<file path="config.mk">
export PLATFORM = sky130hd
export DESIGN_NAME = ser3_link_master
export DESIGN_NICKNAME = d
export VERILOG_FILES = /design/src/rtl/ser3_pkg.sv /design/src/rtl/ser3_phase.sv /design/src/rtl/ser3_shift.sv /design/src/rtl/ser3_fsm.sv /design/src/rtl/ser3_link_master.sv
export SDC_FILE = /design/constraint.sdc
export NUM_CORES = 1
export LEC_CHECK = 0
export ABC_AREA = 0
export BUFFER_PORTS_ARGS = -buffer_cell sky130_fd_sc_hd__buf_2
export CORE_UTILIZATION = 52
export DETAILED_ROUTE_END_ITERATION = 10
export GPL_TIMING_DRIVEN = 0
export PLACE_DENSITY = 0.78
export SETUP_SLACK_MARGIN = 0.4
export SYNTH_ARGS = -nofsm -noshare
export SYNTH_HDL_FRONTEND = slang
export SYNTH_SLANG_ARGS = --single-unit
</file>
<file path="constraint.sdc">
create_clock -name clk_i -period 3.04 [get_ports clk_i]
set_clock_uncertainty 0.1 [all_clocks]
set_input_delay 0.608 -clock clk_i [delete_from_list [all_inputs] [get_ports clk_i]]
set_output_delay 0.608 -clock clk_i [all_outputs]
set_load 0.03 [all_outputs]
</file>
<file path="src/rtl/ser3_pkg.sv">
package ser3_pkg;
  typedef enum logic [2:0] {
    ST_IDLE,
    ST_ZERO,
    ST_LOW,
    ST_HIGH,
    ST_WAIT
  } ser3_state_e;

  typedef struct packed {
    logic wfr;
    logic hiz;
    logic rd;
  } ser3_flags_t;
endpackage

</file>
<file path="src/rtl/ser3_phase.sv">
module ser3_phase #(
  parameter int DIV_HALF = 2
) (
  input  logic clk_i,
  input  logic rst_ni,
  input  logic run_i,
  output logic tick_o
);
  generate
    if (DIV_HALF <= 1) begin : g_direct
      assign tick_o = run_i;
    end else begin : g_count
      localparam int PW = $clog2(DIV_HALF);
      logic [PW-1:0] cnt_q;
      assign tick_o = run_i && (cnt_q == PW'(DIV_HALF - 1));
      always_ff @(posedge clk_i or negedge rst_ni) begin
        if (!rst_ni)      cnt_q <= '0;
        else if (!run_i)  cnt_q <= '0;
        else if (tick_o)  cnt_q <= '0;
        else              cnt_q <= cnt_q + 1'b1;
      end
      a_r2_count_bound: assert property (@(posedge clk_i) disable iff (!rst_ni)
        cnt_q <= PW'(DIV_HALF - 1));
    end
  endgenerate
endmodule

</file>
<file path="src/rtl/ser3_shift.sv">
module ser3_shift #(
  parameter int DATA_W = 8
) (
  input  logic              clk_i,
  input  logic              rst_ni,
  input  logic              load_i,
  input  logic [DATA_W-1:0] load_data_i,
  input  logic              adv_i,
  input  logic              cap_i,
  input  logic              sdi_i,
  output logic              tx_bit_o,
  output logic [DATA_W-1:0] rx_o
);
  logic [DATA_W-1:0] tx_q;
  logic [DATA_W-1:0] rx_q;

  always_ff @(posedge clk_i or negedge rst_ni) begin
    if (!rst_ni)     tx_q <= '0;
    else if (load_i) tx_q <= load_data_i;
    else if (adv_i)  tx_q <= {tx_q[DATA_W-2:0], 1'b0};
  end

  always_ff @(posedge clk_i or negedge rst_ni) begin
    if (!rst_ni)     rx_q <= '0;
    else if (load_i) rx_q <= '0;
    else if (cap_i)  rx_q <= {rx_q[DATA_W-2:0], sdi_i};
  end

  assign tx_bit_o = tx_q[DATA_W-1];
  assign rx_o     = rx_q;

  a_r4_cap_lsb: assert property (@(posedge clk_i) disable iff (!rst_ni)
    (cap_i && !load_i) |=> rx_q[0] == $past(sdi_i));
endmodule

</file>
<file path="src/rtl/ser3_fsm.sv">
module ser3_fsm
  import ser3_pkg::*;
#(
  parameter int DATA_W = 8,
  parameter int CNT_W  = 4
) (
  input  logic             clk_i,
  input  logic             rst_ni,
  input  logic             cmd_we_i,
  input  logic [CNT_W-1:0] cnt_i,
  input  ser3_flags_t      flags_i,
  input  logic             tick_i,
  input  logic             sdi_i,
  output logic             load_o,
  output logic             adv_o,
  output logic             cap_o,
  output logic             run_o,
  output logic             oe_o,
  output logic             sclk_o,
  output logic             busy_o,
  output logic             done_o
);
  ser3_state_e      state_q;
  ser3_flags_t      flg_q;
  logic [CNT_W-1:0] bits_q;
  logic [CNT_W-1:0] eff_cnt;
  logic             oe_q;
  logic             done_q;
  logic             accept;
  logic             last_bit;

  assign eff_cnt  = (cnt_i > CNT_W'(DATA_W)) ? CNT_W'(DATA_W) : cnt_i;
  assign accept   = cmd_we_i && (state_q == ST_IDLE);
  assign last_bit = (bits_q == CNT_W'(1));

  always_ff @(posedge clk_i or negedge rst_ni) begin
    if (!rst_ni) begin
      state_q <= ST_IDLE;
      flg_q   <= '0;
      bits_q  <= '0;
      oe_q    <= 1'b0;
      done_q  <= 1'b0;
    end else begin
      done_q <= 1'b0;
      unique case (state_q)
        ST_IDLE: if (accept) begin
          flg_q  <= flags_i;
          bits_q <= eff_cnt;
          if (eff_cnt == '0) begin
            state_q <= ST_ZERO;
            oe_q    <= !flags_i.rd && !flags_i.hiz;
          end else begin
            state_q <= ST_LOW;
            oe_q    <= !flags_i.rd;
          end
        end
        ST_ZERO: state_q <= ST_IDLE;
        ST_LOW:  if (tick_i) state_q <= ST_HIGH;
        ST_HIGH: if (tick_i) begin
          if (last_bit) begin
            oe_q <= !(flg_q.rd || flg_q.hiz);
            if (flg_q.wfr && flg_q.hiz && !flg_q.rd) begin
              state_q <= ST_WAIT;
            end else begin
              state_q <= ST_IDLE;
              done_q  <= 1'b1;
            end
          end else begin
            bits_q  <= bits_q - 1'b1;
            state_q <= ST_LOW;
          end
        end
        ST_WAIT: if (sdi_i) begin
          state_q <= ST_IDLE;
          done_q  <= 1'b1;
        end
        default: state_q <= ST_IDLE;
      endcase
    end
  end

  assign load_o = accept;
  assign cap_o  = (state_q == ST_LOW) && tick_i && flg_q.rd;
  assign adv_o  = (state_q == ST_HIGH) && tick_i && !last_bit && !flg_q.rd;
  assign run_o  = (state_q == ST_LOW) || (state_q == ST_HIGH);
  assign sclk_o = (state_q == ST_HIGH);
  assign busy_o = (state_q != ST_IDLE);
  assign oe_o   = oe_q;
  assign done_o = done_q;

  a_r10_ignore_busy: assert property (@(posedge clk_i) disable iff (!rst_ni)
    (busy_o && cmd_we_i) |=> $stable(flg_q));
  a_r4_read_released: assert property (@(posedge clk_i) disable iff (!rst_ni)
    (busy_o && flg_q.rd) |-> !oe_q);
  a_r7_wait_released: assert property (@(posedge clk_i) disable iff (!rst_ni)
    (state_q == ST_WAIT) |-> !oe_q);
  a_r6_zero_silent: assert property (@(posedge clk_i) disable iff (!rst_ni)
    (state_q == ST_ZERO) |=> (state_q == ST_IDLE) && !done_q);
  a_r8_single_pulse: assert property (@(posedge clk_i) disable iff (!rst_ni)
    done_q |=> !done_q);
endmodule

</file>
<file path="src/rtl/ser3_link_master.sv">
module ser3_link_master
  import ser3_pkg::*;
#(
  parameter int DATA_W   = 8,
  parameter int DIV_HALF = 2,
  localparam int CNT_W   = $clog2(DATA_W + 1),
  localparam int CMD_W   = CNT_W + 3
) (
  input  logic              clk_i,
  input  logic              rst_ni,
  input  logic              cmd_we_i,
  input  logic [CMD_W-1:0]  cmd_wdata_i,
  input  logic              tx_we_i,
  input  logic [DATA_W-1:0] tx_wdata_i,
  input  logic              flag_clr_i,
  input  logic              sdata_i,
  output logic              sclk_o,
  output logic              sdata_o,
  output logic              sdata_oe_o,
  output logic              busy_o,
  output logic [DATA_W-1:0] rx_data_o,
  output logic              done_o,
  output logic              done_flag_o
);
  logic [DATA_W-1:0] tx_hold_q;
  logic              flag_q;
  logic              tick, run, load, adv, cap;
  ser3_flags_t       flags;

  assign flags = ser3_flags_t'(cmd_wdata_i[CNT_W +: 3]);

  always_ff @(posedge clk_i or negedge rst_ni) begin
    if (!rst_ni)      tx_hold_q <= '0;
    else if (tx_we_i) tx_hold_q <= tx_wdata_i;
  end

  ser3_phase #(.DIV_HALF(DIV_HALF)) u_phase (
    .clk_i (clk_i),
    .rst_ni(rst_ni),
    .run_i (run),
    .tick_o(tick)
  );

  ser3_fsm #(.DATA_W(DATA_W), .CNT_W(CNT_W)) u_fsm (
    .clk_i   (clk_i),
    .rst_ni  (rst_ni),
    .cmd_we_i(cmd_we_i),
    .cnt_i   (cmd_wdata_i[CNT_W-1:0]),
    .flags_i (flags),
    .tick_i  (tick),
    .sdi_i   (sdata_i),
    .load_o  (load),
    .adv_o   (adv),
    .cap_o   (cap),
    .run_o   (run),
    .oe_o    (sdata_oe_o),
    .sclk_o  (sclk_o),
    .busy_o  (busy_o),
    .done_o  (done_o)
  );

  ser3_shift #(.DATA_W(DATA_W)) u_shift (
    .clk_i      (clk_i),
    .rst_ni     (rst_ni),
    .load_i     (load),
    .load_data_i(tx_hold_q),
    .adv_i      (adv),
    .cap_i      (cap),
    .sdi_i      (sdata_i),
    .tx_bit_o   (sdata_o),
    .rx_o       (rx_data_o)
  );

  // set has priority over clear
  always_ff @(posedge clk_i or negedge rst_ni) begin
    if (!rst_ni)         flag_q <= 1'b0;
    else if (done_o)     flag_q <= 1'b1;
    else if (flag_clr_i) flag_q <= 1'b0;
  end
  assign done_flag_o = flag_q;

  a_r2_idle_low: assert property (@(posedge clk_i) disable iff (!rst_ni)
    !busy_o |-> !sclk_o);
  a_r3_stable_high: assert property (@(posedge clk_i) disable iff (!rst_ni)
    (sclk_o && $past(sclk_o)) |-> $stable(sdata_o));
  a_r8_done_at_end: assert property (@(posedge clk_i) disable iff (!rst_ni)
    done_o |-> (!busy_o && $past(busy_o)));
  a_r9_flag_set: assert property (@(posedge clk_i) disable iff (!rst_ni)
    done_o |=> done_flag_o);
endmodule

</file>
After elaboration in Yosys (flattened, before gate mapping):

Cells that the tools add are included.

* bits of input ports: 21
* bits in registers: 38
* word-level logic and storage cells: 84

* magnitude comparators: 1
* reductions and logical operators: 28
* mux-type cells: 31
* $add $sub $neg: 2
* equal/unequal tests: 10

Operators with widths (number)
* $mux W8: 4
* $mux W3: 6
* $mux W4: 4
* $mux W1: 12
* $pmux W3 S4: 1
* $reduce_and A4 Y1: 3
* $logic_and A1 B1 Y1: 10
* $pmux W4 S2: 1
* $reduce_bool A2 Y1: 4
* $eq A3 B2 Y1 const B: 2
* $ne A2 B1 Y1 const B: 3
* $ne A2 B2 Y1 const B: 3
* $logic_not A1 Y1: 5
* $eq A4 B1 Y1 const B: 1
* $gt A4 B4 Y1 const B: 1
* $logic_not A4 Y1: 1
* $pmux W1 S2: 2
* $sub A4 B1 Y4 const B: 1
* $eq A3 B3 Y1 const B: 1
* $logic_not A3 Y1: 1
* $reduce_bool A3 Y1: 1
* $logic_or A1 B1 Y1: 2
* $mux W2: 1
* $reduce_and A2 Y1: 1
* $add A1 B1 Y1 const B: 1

Depth between registers and ports, before layout:

* depth in word-level cells: 8
* mapped depth: 7

Modules after synthesis:

From an unflattened synthesis, not the netlist that was laid out.

* cells, all modules: 161
* area, all modules: 1883.1 µm²

By module, submodules not included
* ser3_fsm: instances 1, area an instance 768.2 µm², sequential area each 300.3 µm², cells each 78
* ser3_shift: instances 1, area an instance 705.7 µm², sequential area each 400.4 µm², cells each 60
* ser3_link_master: instances 1, area an instance 367.9 µm², sequential area each 225.2 µm², cells each 20
* ser3_phase: instances 1, area an instance 41.3 µm², sequential area each 25.0 µm², cells each 3

Least setup slack after synthesis:

No wires, ideal clock.

* path type: reg2out
* from: register u_fsm.state_q[2]
* to: output busy_o
* buffers on the path: 1
* cell stages (with the launch flop): 3
* path slack: 1.308 ns
* arrival time: 1.024 ns
* data required time: 2.332 ns
* cells stage by stage: dfrtp_1 buf_4 or3_1

* cells in the longest elaborated chain, start to end: 1

RTL lines
* start, declared: RTL line ser3_fsm.sv:23 `ser3_state_e state_q;`
* start signal, assigned: RTL line ser3_fsm.sv:38 `state_q <= ST_IDLE;`
* start signal, assigned: RTL line ser3_fsm.sv:50 `state_q <= ST_ZERO;`
* start signal, assigned: RTL line ser3_fsm.sv:53 `state_q <= ST_LOW;`
* $reduce_bool A3 Y1: RTL line ser3_fsm.sv:87 `assign busy_o = (state_q != ST_IDLE);`
* end, declared: RTL line ser3_link_master.sv:20 `output logic busy_o,`

Every way passes these cells.

Final worst setup path:

Ends and elaborated chain as after synthesis.

==> reports/metrics.csv <==
stage;metric;value;unit
outcome;status;completed;
critical_path;Top delay family on crit path;flip-flops;
logic_synthesis;Synth warnings;0;
route;1st-iter DRT viols;61;
power_and_ir_drop;total power;0.001665;W
floorplanning;Die Wd;60.68;um
logic_synthesis;number of synthesized flops with an enable pin;0;
power_and_ir_drop;sw frac;39.06;%
logic_synthesis;post-synthesis mux area share;11.25;%
route;DR vias/cell;5.588;
clock_tree;CTS tree;yes;
power_and_ir_drop;Leak;1.011;nW
clock_tree;Post-CTS Setup Inserts;0;
logic_synthesis;Post-Synth Simple-Gate Area;16.70;%
logic_synthesis;Synth Area in Compound Gates;13.00;%
placement;placed insts;237;
timing;PnR worst setup slack;0.8795;ns
timing;final hold vios;0;
route;Via Count;1369;
hold_path;HP Class;in -> async;
logic_synthesis;mapped cell area;0.001790;sq mm
cells_and_area;layout cells sized above 1;30.35;%
power_and_ir_drop;Int Pwr;0.001015;W
timing;Worst-Margin Slew;0.8131;ns
route;1st-pass router iterations;4;
critical_path;CP arrival;1.45;ns
floorplanning;full die area;0.003682;sq mm
clock_tree;clk sinks;38;
global_route;initial antenna violation count;0;
logic_synthesis;Synth Area in XOR/XNOR;0.4892;%
logic_synthesis;main combinational cell family by area after synthesis;simple AND/OR/NAND/NOR gates;
logic_synthesis;Netlist cell types;41;
logic_synthesis;Seq/Total Area, Yosys;53.11;%
timing;worst hold margin;0.2403;ns
critical_path;Crit path buffers/inverters;2;
floorplanning;core area;0.003153;sq mm
critical_path;worst reg2reg startpoint;u_fsm.bits_q[1];
clock_tree;CTS Buffer Depth;2;
floorplanning;Die H;60.68;um
logic_synthesis;Post-Synthesis Cells;160;
critical_path;slowest CP cell;dfrtp_1;
floorplanning;I/O pin cnt;35;
cells_and_area;Final #Nets;223;
timing;aggregate negative setup slack;0;ns
critical_path;Critical Path Max Stage Delay;0.39;ns
floorplanning;Rows;20;
placement;GPL Wtd Cong;0.7921;
critical_path;crit start category;flip-flop;
critical_path;Critical Path Sink Type;output pin;
power_and_ir_drop;PwrDens;804.1;mW/mm^2
clock_tree;hold_buf cts;0;
logic_synthesis;synthesized flop and latch total;38;
cells_and_area;Fill cells;279;
placement;DP Worst Slack;1.053;ns
timing;Slew HR;45.80;%
cells_and_area;Non-Filler Instances;245;
logic_synthesis;syn avg cell area;11.19;sq um
route;drc violations;0;
timing;top achievable clock speed;462.9;MHz
timing;crit path time final;2.160;ns
timing;max-slew violations;0;
run;max_cap viols;0;
logic_synthesis;Async SR Flop Fraction;100.0;%
clock_tree;clock slew at reported path FFs;0.11;ns
logic_synthesis;Synth Flop Type;dfrtp_1;
power_and_ir_drop;sequential fraction of design power;44.6;%
power_and_ir_drop;logic gate share of total power;39.1;%
route;Final ANT Viol Nets;0;
global_route;total track usage;22.69;%
placement;HPWL Detailed;2.530;mm
route;WL/cell;14.20;um
critical_path;crit-path max FO;10;
clock_tree;CTS Root Cell;clkbuf_4;
floorplanning;initial core utilization;56.79;%
global_route;vias in the first global route;1318;
critical_path;required time worst endpoint;2.33;ns
global_route;first-pass GRT wire length;5.927;mm
power_and_ir_drop;Clk pwr share;16.3;%
route;drt total wl;3.480;mm
critical_path;worst path cell trace;buf_4, or3_1, buf_2;
clock_tree;H-tree Lvls;2;
cells_and_area;Antenna Diode Count;0;
global_route;largest net degree at the start of global routing;39;
global_route;Remaining Overflow, GRT;0;
clock_tree;clock latency on the worst-skew pair;0.34;ns
cells_and_area;P&R area growth vs syn;15.65;%
logic_synthesis;post-synthesis adder-cell area fraction;1.398;%
timing;Final period util;71.07;%
placement;number of port buffers;33;
timing;Final setup viols;0;
clock_tree;Num CTS Buffers;5;
clock_tree;cts repair resizes;0;
power_and_ir_drop;switching power;0.0006504;W
timing;RSZ-0062 raised after global routing;false;
critical_path;critical path launch point;u_fsm.state_q[2];
cells_and_area;register area;950.9;sq um
power_and_ir_drop;Max VDD drop;429.0;uV
critical_path;critical path start-end classification;reg -> out;
cells_and_area;Multi-input gate area;767.0;sq um
logic_synthesis;post-synth net total;183;
## final cells by class
type / instances / share of cell area [%]
buffer: 8 / 2.598
clock inverter: 1 / 0.2417
multi-input combinational: 109 / 37.04
inverter: 5 / 0.9063
clock buffer: 7 / 2.659
sequential: 38 / 45.92
timing repair buffer: 33 / 7.976
tap: 44 / 2.659
## sequential cells by signal, indices dropped and copies added (netlist names)
name / flops
u_phase.g_count.cnt_q: 1
u_fsm.oe_o: 1
u_fsm.flg_q: 3
u_fsm.bits_q: 4
tx_hold_q: 8
u_shift.rx_o: 8
u_fsm.done_o: 1
done_flag_o: 1
u_shift.tx_q: 8
u_fsm.state_q: 3
## metrics by stage
step / area, sq um / utilization [%]
after floorplan: 1790 / -
after global placement: 2011 / 63.77
after detailed placement: 2011 / 63.77
after CTS: 2071 / 65.67
after global routing: 2071 / 65.67
final: 2071 / 65.67
## final timing paths
| path | end | slack, ns | cells after the start |
|---|---|---|---|
| min in group clk_i | done_flag_o | 0.37 | 1 |
| setup reg to reg | u_fsm.bits_q[0] | 1.15 | 6 |
| hold reg to reg | done_flag_o | 0.37 | 1 |
| max in group asynchronous | u_shift.rx_o[2] | 2.07 | 1 |
| hold / removal | u_fsm.oe_o | 0.24 | 1 |
| setup / recovery | busy_o | 0.88 | 3 |
## layer usage
layer / vias up / global-route usage [%] / wire length [um]
met3: 6 / 6.823 / 130
met1: 682 / 27.85 / 1527
met4: 0 / 8.766 / 51
li1: 649 / - / -
met5: - / 0 / 0
met2: 32 / 37.83 / 1770
## cell usage after synthesis (2+ instances only)
cell type	count	share of area, %
nand3b_1	2	0.84
o31ai_1	4	1.7
ha_1	2	1.4
mux2i_1	10	5.6
a22o_1	5	2.4
mux2_2	9	5.7
a21o_1	2	0.84
a21oi_1	9	2.5
nor2_1	19	4.0
inv_1	4	0.84
nor3_1	2	0.56
and4b_1	2	1.1
buf_4	4	1.7
o21ai_0	6	1.7
clkbuf_1	2	0.42
nand2_1	16	3.4
dfrtp_1	38	53
## cell usage in the layout, fill, tap and decap left out, types with 2 or more instances in the layout
cell type	instances
buf_2	34
mux2i_1	10
and4b_1	2
buf_4	4
inv_1	4
a21o_1	2
a22o_1	5
nand2_1	16
nor2_1	19
nand3b_1	2
a21oi_1	9
mux2_2	9
nor3_1	2
ha_1	2
o31ai_1	4
clkbuf_1	3
o21ai_0	6
dfrtp_1	38
clkbuf_4	5
## logic make-up after synthesis
kind of cell    after synthesis
compound gates               35
xor+xnor                      1
fa+ha+maj                     2
buf+inv                      13
flops                        38
mux                          19
simple gates                 52
## power by group through the flow
stage | registers (W) | logic (W) | clock network, W
after floorplan | 0.000773 | 0.000456 | 0
after global placement | 0.000744 | 0.000620 | 0
after detailed placement | 0.000754 | 0.000650 | 0
after CTS | 0.000743 | 0.000657 | 0.000281
after global routing | 0.000758 | 0.000725 | 0.000306
final | 0.000742 | 0.000652 | 0.000271
(Power assumes the default switching activity.)
